--- config.mk ---
export PLATFORM = sky130hd
export DESIGN_NAME = sharedAdderAlu
export DESIGN_NICKNAME = d
export VERILOG_FILES = /design/src/rtl/aluPkg.sv /design/src/rtl/aluHalfAdder.sv /design/src/rtl/aluFullAdder.sv /design/src/rtl/aluRippleAdder.sv /design/src/rtl/aluControl.sv /design/src/rtl/aluDatapath.sv /design/src/rtl/sharedAdderAlu.sv
export SDC_FILE = /design/constraint.sdc
export NUM_CORES = 1
export LEC_CHECK = 0
export BUFFER_PORTS_ARGS = -buffer_cell sky130_fd_sc_hd__buf_2
export CAP_MARGIN = 20
export CORE_ASPECT_RATIO = 1.2
export CORE_MARGIN = 3
export CORE_UTILIZATION = 50
export DETAILED_ROUTE_END_ITERATION = 10
export PLACE_DENSITY_LB_ADDON = 0.2
export SLEW_MARGIN = 20
export SYNTH_ARGS = -nofsm -noshare
export SYNTH_HDL_FRONTEND = slang
export SYNTH_HIERARCHICAL = 1
export SYNTH_SLANG_ARGS = --single-unit
--- constraint.sdc ---
create_clock -name vclk -period 24.2
set_clock_uncertainty 0.1 [all_clocks]
set_input_delay 0 -clock vclk [all_inputs]
set_output_delay 0 -clock vclk [all_outputs]
set_load 0.02 [all_outputs]
--- src/rtl/aluPkg.sv ---
package aluPkg;
  localparam int unsigned OP_WIDTH = 3;

  typedef enum logic [OP_WIDTH-1:0] {
    OP_ADD = 3'b000,
    OP_SUB = 3'b001,
    OP_AND = 3'b010,
    OP_OR  = 3'b011,
    OP_XOR = 3'b100,
    OP_SLT = 3'b101
  } aluOpE;

  // Strobes from the decoder into the datapath; the select strobes are one-hot or all low.
  typedef struct packed {
    logic invertB;
    logic carryIn;
    logic useSum;
    logic useAnd;
    logic useOr;
    logic useXor;
    logic useLess;
  } aluStrobesT;
endpackage

--- src/rtl/aluHalfAdder.sv ---
module aluHalfAdder (
  input  logic x,
  input  logic y,
  output logic s,
  output logic c
);
  assign s = x ^ y;
  assign c = x & y;
endmodule

--- src/rtl/aluFullAdder.sv ---
module aluFullAdder (
  input  logic x,
  input  logic y,
  input  logic cin,
  output logic s,
  output logic cout
);
  logic partSum;
  logic carryLow;
  logic carryHigh;

  aluHalfAdder haLow  (.x(x),       .y(y),   .s(partSum), .c(carryLow));
  aluHalfAdder haHigh (.x(partSum), .y(cin), .s(s),       .c(carryHigh));

  assign cout = carryLow | carryHigh;
endmodule

--- src/rtl/aluRippleAdder.sv ---
module aluRippleAdder #(
  parameter int unsigned WIDTH = 32
) (
  input  logic [WIDTH-1:0] x,
  input  logic [WIDTH-1:0] y,
  input  logic             cin,
  output logic [WIDTH-1:0] sum,
  output logic             cout
);
  logic [WIDTH:0] carryChain;

  assign carryChain[0] = cin;

  for (genvar i = 0; i < WIDTH; i++) begin : gStage
    aluFullAdder fa (
      .x   (x[i]),
      .y   (y[i]),
      .cin (carryChain[i]),
      .s   (sum[i]),
      .cout(carryChain[i+1])
    );
  end

  assign cout = carryChain[WIDTH];
endmodule

--- src/rtl/aluControl.sv ---
module aluControl
  import aluPkg::*;
(
  input  logic [OP_WIDTH-1:0] opSel,
  output aluStrobesT          strobes
);
  always_comb begin
    strobes = '0;
    unique case (opSel)
      OP_ADD: strobes.useSum = 1'b1;
      OP_SUB: begin
        strobes.useSum  = 1'b1;
        strobes.invertB = 1'b1;
        strobes.carryIn = 1'b1;
      end
      OP_AND: strobes.useAnd = 1'b1;
      OP_OR:  strobes.useOr  = 1'b1;
      OP_XOR: strobes.useXor = 1'b1;
      OP_SLT: begin
        strobes.useLess = 1'b1;
        strobes.invertB = 1'b1;
        strobes.carryIn = 1'b1;
      end
      default: strobes = '0;
    endcase
  end
endmodule

--- src/rtl/aluDatapath.sv ---
module aluDatapath
  import aluPkg::*;
#(
  parameter int unsigned WIDTH = 32
) (
  input  logic [WIDTH-1:0] opA,
  input  logic [WIDTH-1:0] opB,
  input  aluStrobesT       strobes,
  output logic [WIDTH-1:0] result,
  output logic             carryOut
);
  localparam int unsigned MSB = WIDTH - 1;

  logic [WIDTH-1:0] addendB;
  logic [WIDTH-1:0] sum;
  logic             signedOverflow;
  logic             lessThan;
  logic [WIDTH-1:0] lessWord;

  assign addendB = opB ^ {WIDTH{strobes.invertB}};

  aluRippleAdder #(.WIDTH(WIDTH)) adder (
    .x   (opA),
    .y   (addendB),
    .cin (strobes.carryIn),
    .sum (sum),
    .cout(carryOut)
  );

  // Overflow of a - b: operand signs differ and the difference sign left opA's sign.
  assign signedOverflow = (opA[MSB] != opB[MSB]) && (sum[MSB] != opA[MSB]);
  assign lessThan       = sum[MSB] ^ signedOverflow;
  assign lessWord       = {{(WIDTH-1){1'b0}}, lessThan};

  assign result = ({WIDTH{strobes.useSum}}  & sum)
                | ({WIDTH{strobes.useAnd}}  & (opA & opB))
                | ({WIDTH{strobes.useOr}}   & (opA | opB))
                | ({WIDTH{strobes.useXor}}  & (opA ^ opB))
                | ({WIDTH{strobes.useLess}} & lessWord);
endmodule

--- src/rtl/sharedAdderAlu.sv ---
module sharedAdderAlu
  import aluPkg::*;
#(
  parameter int unsigned WIDTH = 32
) (
  input  logic [WIDTH-1:0]    opA,
  input  logic [WIDTH-1:0]    opB,
  input  logic [OP_WIDTH-1:0] opSel,
  output logic [WIDTH-1:0]    result,
  output logic                zero
);
  aluStrobesT strobes;
  logic       carryOut;

  aluControl ctrl (
    .opSel  (opSel),
    .strobes(strobes)
  );

  aluDatapath #(.WIDTH(WIDTH)) dp (
    .opA     (opA),
    .opB     (opB),
    .strobes (strobes),
    .result  (result),
    .carryOut(carryOut)
  );

  assign zero = ~|result;
endmodule

After elaboration in Yosys (flattened, before gate mapping)
Index checks and enable logic that the tools add are counted.

Output and inout bits: 33. Register bits: 0. Input port bits: 67.

Bitwise operators: 171. Reductions and logical operators: 6. Muxes and demuxes: 6. Equal/unequal tests: 7.

Operators with widths (number): AND 32 bit (5); OR 32 bit (5); bitwise XOR 1 bit (65); bitwise XOR 32 bit (2); AND 1 bit (62); AND 32 x 1 -> 32 bit (1); OR reduction 32 bit (1); OR 1 bit (31); == test 3 x 2 -> 1 bit (second input constant) (2); == test 3 bit (second input constant) (2); two-way mux 1 bit (5); OR reduction 2 bit (2); == test 3 x 1 -> 1 bit (second input constant) (1); logical NOT 3 bit (1); two-way mux 2 bit (1); inequality test 1 bit (2); logical AND 1 bit (1); logical NOT 1 bit (1).

Logic depth before layout (Yosys ltp)
Gate-level depths: netlist of run 1.

Word-level depth: 75. Mapped depth: 74.

By module
Netlist of run 1, hierarchy kept.

Modules (own cells, without submodules): aluDatapath (seq. area each 0.0 µm², area each 2080.7 µm², cells each 275, instances 1); aluHalfAdder (seq. area each 0.0 µm², area each 12.5 µm², cells each 1, instances 64); aluFullAdder (seq. area each 0.0 µm², area each 6.3 µm², cells each 1, instances 32); sharedAdderAlu (seq. area each 0.0 µm², area each 72.6 µm², cells each 11, instances 1); aluControl (seq. area each 0.0 µm², area each 60.1 µm², cells each 7, instances 1).

Least setup slack after synthesis of run 1
OpenSTA, ideal clock, no wires.

Path kind: input to output. Start point: in opSel[0]. End point: out zero. Arrival time: 14.737 ns. Data required time: 24.100 ns. Path slack: 9.363 ns. Stages on the path: 74. Cell sequence: nor2b_1 > buf_4 > buf_2 > xor2_1 > ha_1 > ha_1 > or2_1 > ha_1 > or2_1 > ha_1 > or2_1 > ha_1 > or2_1 > ha_1 > or2_1 > ha_1 > or2_1 > ha_1 > (+38 left out) > or2_1 > ha_1 > or2_1 > ha_1 > or2_1 > ha_1 > or2_1 > ha_1 > or2_1 > ha_1 > or2_1 > ha_1 > mux2_2 > nand2_1 > o2111ai_1 > nor4_1 > nand4_1 > nor2_1.

RTL lines: from (decl) (RTL line sharedAdderAlu.sv:8) `input logic [OP_WIDTH-1:0] opSel,`; to (decl) (RTL line sharedAdderAlu.sv:10) `output logic zero`.

==> results of run 1 <==
per-layer routing:
| metal | global-route usage | part of all wire | up-vias |
|---|---|---|---|
| met5 | 0 | 0 | - |
| met1 | 0.2333 | 0.44 | 1361 |
| met4 | 0.008596 | 0.0048 | 0 |
| met3 | 0.01536 | 0.059 | 5 |
| li1 | - | - | 1516 |
| met2 | 0.3645 | 0.50 | 83 |
worst min-delay path by stage:
| stage | end | slack [ns] | depth (start not counted) | from |
|---|---|---|---|---|
| after global routing | result[21] | 0.49 | 4 | opB[21] |
| after CTS | result[7] | 0.47 | 4 | opA[7] |
| after detailed placement | result[7] | 0.46 | 4 | opA[7] |
| after global placement | result[26] | 0.45 | 4 | opA[26] |
| final | result[30] | 0.47 | 4 | opA[30] |
| after floorplan | result[0] | 0.26 | 3 | opA[31] |
final cells by class:
type               instances  area (µm²)
multi-input cells        306        2845
fillers                  595        2406
repair buffers           104       530.5
inverters                 65       244.0
well taps                 82       102.6
critical path, delay by kind of cell:
kind	cells	cell delay [ns]
AO/OA/AOI/OAI	1	0.14
XOR/XNOR	1	0.13
adder cells (fa/ha/maj)	32	6.26
buffers and inverters	3	0.77
multiplexers	1	0.27
AND/OR/NAND/NOR	35	7.62
power by group:
part | switching (mW) | total, mW | internal (mW)
Sequential | 0 | 0 | 0
Combinational | 0.0508 | 0.0899 | 0.0391
Clock | 0 | 0 | 0
Total | 0.0508 | 0.0899 | 0.0391
stage by stage:
stage          utilization  instance area, µm²  hold WS, ns  cells  power, mW
2_1_floorplan            -                3208       0.2609    388    0.06114
4_1_cts             0.6074                3722       0.4678    557    0.09141
5_1_grt             0.6074                3722       0.4895    557     0.1023
6_report            0.6074                3722       0.4703    557    0.08990
3_3_place_gp        0.6074                3722       0.4503    557    0.08781
3_5_place_dp        0.6074                3722       0.4634    557    0.09081
layout by cell type, fill, tap and decap left out, drive strengths merged, types with 8 or more instances in the layout:
master,n
o21ai,31
a221o,31
nand2,33
buf,104
ha,128
or2,31
nor4,8
inv,65
xor2,32
==> impl_metrics.csv, run 1 <==
group,metric,value,unit
sta,drv_slew,0,
final_layout,layout-drive-gt1-share,0.2379,
floorplan,chipHeight,93.75,µm
sta,tightest_slew,0.6510,ns
final_layout,numSequentialCells,0,
final_layout,syn_to_final_growth,16.03,%
logic_synthesis,syn-cell-area,3208,µm²
power_and_ir_drop,ir_drop,0.01304,mV
global_route,grt_max_degree,33,
floorplan,die_x,79.12,µm
detailed_routing,via_count,2965,
flow_run,maxCapViolCount,0,
global_route,grt_pass1_wl,11840,µm
run_status,status,"finished, final reports clean",
placement,pre_cts_ws,8.751,ns
hold_path,hp-class,"primary input to primary output",
floorplan,io_pins,100,
critical_path,setup.worst_path.end_class,"primary output",
critical_path,startpoint,"opSel[0]",
final_layout,clkbuf_count,0,
sta,timing.final.ws_setup,8.898,ns
critical_path,critPathCapture,"zero",
logic_synthesis,synthCells,388,
floorplan,dieArea,7417,µm²
logic_synthesis,ys.warnings.count,6,
floorplan,coreArea,6128,µm²
global_route,grt_pass1_vias,2729,
placement,gp_congestion,0.7691,
detailed_routing,drtAntennaViolNets,0,
detailed_routing,wl_per_cell,13.20,µm
placement,io_buffers,100,
critical_path,worstPathArrival,15.20,ns
critical_path,cpPeakStageDelay,0.44,ns
sta,tns,0,ns
global_route,grt_usage,0.1881,
global_route,gr-total-overflow,0,
critical_path,cp_common_cell,"ha_1",
critical_path,required,24.10,ns
logic_synthesis,syn_nets,583,
sta,max_clock_freq,65.35,MHz
cts,cts_hold_buffers,0,
detailed_routing,vias_per_cell,5.323,
sta,finalCritPeriodShare,0.6323,
critical_path,critPathMaxFanout,32,
sta,finalHoldViolCount,0,
cts,ctsResizeCount,0,
placement,hpwl,6021,µm
cts,postCtsSetupBuffers,0,
final_layout,antenna_cells,0,
critical_path,startpoint_type,"primary input",
sta,min_period,15.30,ns
detailed_routing,drt_iter0_drc,89,
sta,finalSetupViolations,0,
detailed_routing,wirelength,7351,µm
logic_synthesis,avgSynthCellArea,8.268,µm²
critical_path,critPathKind,"primary input to primary output",
detailed_routing,dr.pass1.iters,6,
detailed_routing,drt_drc_violations_left,0,
floorplan,rows,31,
sta,max_slew_margin,0.5655,
floorplan,start_util,0.5235,
power_and_ir_drop,leakagePower,2.304,nW
final_layout,final_nets,672,
final_layout,seq_area,0,µm²
power_and_ir_drop,power.density,24.15,nW/µm²
global_route,antenna_found_initial,0,
critical_path,cp_slowest_cell,"buf_4",
sta,rsz0062_at_grt,"no",
No activity file was read; power rests on OpenSTA's default activity.
==> inputs of run 2 (changes only) <==
--- a/config.mk
+++ b/config.mk
@@ -5,6 +5,7 @@
 export SDC_FILE = /design/constraint.sdc
 export NUM_CORES = 1
 export LEC_CHECK = 0
+export ABC_AREA = 1
 export BUFFER_PORTS_ARGS = -buffer_cell sky130_fd_sc_hd__buf_2
 export CAP_MARGIN = 20
 export CORE_ASPECT_RATIO = 1.2
==> constraint.sdc (replaced) <==
create_clock -name vclk -period 15.2
set_clock_uncertainty 0.1 [all_clocks]
set_input_delay 0 -clock vclk [all_inputs]
set_output_delay 0 -clock vclk [all_outputs]
set_load 0.02 [all_outputs]
==> impl_metrics.csv, run 2 <==
group,metric,value,unit
final_layout,clkbuf_count,0,
detailed_routing,vias_per_cell,4.687,
flow_run,maxCapViolCount,0,
global_route,grt_usage,0.1842,
placement,io_buffers,100,
sta,max_slew_margin,0.5749,
logic_synthesis,avgSynthCellArea,6.254,µm²
global_route,grt_pass1_vias,3335,
global_route,antenna_found_initial,0,
placement,pre_cts_ws,4.231,ns
sta,rsz0062_at_grt,"no",
sta,finalCritPeriodShare,0.7137,
final_layout,syn_to_final_growth,14.87,%
floorplan,dieArea,8263,µm²
sta,finalHoldViolCount,0,
run_status,status,"finished, final reports clean",
final_layout,final_nets,861,
critical_path,cpPeakStageDelay,0.48,ns
sta,max_clock_freq,92.18,MHz
sta,tightest_slew,0.6370,ns
floorplan,start_util,0.5224,
sta,finalSetupViolations,0,
floorplan,die_x,83.49,µm
final_layout,layout_commonest_cell,"nand2_1",
power_and_ir_drop,leakagePower,2.719,nW
global_route,grt_pass1_wl,13500,µm
logic_synthesis,ys.warnings.count,6,
sta,tns,0,ns
critical_path,required,15.10,ns
sta,timing.final.ws_setup,4.352,ns
detailed_routing,dr.pass1.iters,4,
critical_path,startpoint_type,"primary input",
logic_synthesis,syn_nets,771,
critical_path,cp_slowest_cell,"buf_4",
cts,postCtsSetupBuffers,0,
sta,min_period,10.85,ns
detailed_routing,drt_iter0_drc,67,
cts,cts_hold_buffers,0,
critical_path,critPathCapture,"zero",
critical_path,critPathMaxFanout,32,
detailed_routing,drt_drc_violations_left,0,
global_route,grt_max_degree,33,
floorplan,io_pins,100,
critical_path,cp_common_cell,"nand2_1",
detailed_routing,drtAntennaViolNets,0,
floorplan,rows,33,
detailed_routing,via_count,3520,
power_and_ir_drop,ir_drop,0.02538,mV
logic_synthesis,synthCells,576,
detailed_routing,wl_per_cell,10.20,µm
floorplan,chipHeight,98.98,µm
logic_synthesis,syn-cell-area,3602,µm²
placement,hpwl,6493,µm
sta,drv_slew,0,
critical_path,worstPathArrival,10.75,ns
final_layout,layout_common_cells,"nand2_1, inv_1, ha_1",
detailed_routing,wirelength,7657,µm
cts,ctsResizeCount,0,
final_layout,antenna_cells,0,
hold_path,hp-class,"primary input to primary output",
critical_path,startpoint,"opSel[0]",
final_layout,seq_area,0,µm²
floorplan,coreArea,6895,µm²
global_route,gr-total-overflow,0,
final_layout,numSequentialCells,0,
power_and_ir_drop,power.density,35.29,nW/µm²
critical_path,setup.worst_path.end_class,"primary output",
final_layout,layout-drive-gt1-share,0.1687,
placement,gp_congestion,0.7879,
critical_path,critPathKind,"primary input to primary output",
-- run 2: worst max-delay path, delay by kind of cell --
kind | cells | cell delay [ns]
adders and majority gates | 32 | 6.09
and+or+nand+nor | 39 | 2.10
buffers and inverters | 35 | 2.45
xor gates and xnor gates | 1 | 0.13
-- run 2: worst min-delay path by stage --
stage,endpoint,cells after the start,slack (ns),start
after global placement,result[21],5,0.44,opA[21]
after detailed placement,result[29],5,0.44,opA[29]
after floorplan,result[0],4,0.20,opSel[2]
after CTS,result[29],5,0.44,opA[29]
final,result[29],5,0.44,opA[29]
after global routing,result[29],5,0.48,opA[29]
-- run 2: where the power goes --
part,leakage (nW),internal (mW),switching [mW],total (mW)
clock,0,0,0,0
sequential,0,0,0,0
combinational,2.72,0.0575,0.0885,0.146
-- run 2: per-stage QoR --
stage	power, mW	area, µm²	hold WS (ns)	utilization	cells
floorplan	0.1023	3602	0.2035	-	576
global placement	0.1428	4138	0.4429	0.6001	751
detailed placement	0.1481	4138	0.4404	0.6001	751
CTS	0.1492	4138	0.4439	0.6001	751
global route	0.1717	4138	0.4816	0.6001	751
finish	0.1460	4138	0.4373	0.6001	751
-- run 2: metal layers --
metal  routed length, µm  vias to the layer above  part of all wire  GRT usage
met5                   0                        -                 0          0
met4                  27                        0            0.0035    0.01733
met3                 358                        2             0.047    0.01421
met2                3905                       67              0.51     0.3784
met1                3365                     1565              0.44     0.2111
li1                    -                     1886                 -          -
-- run 2: layout make-up --
class / count / area [µm²]
timing repair buffer: 105 / 538.0
multi-input combinational: 396 / 2879
tap: 87 / 108.9
inverter: 163 / 611.8
fill: 670 / 2758
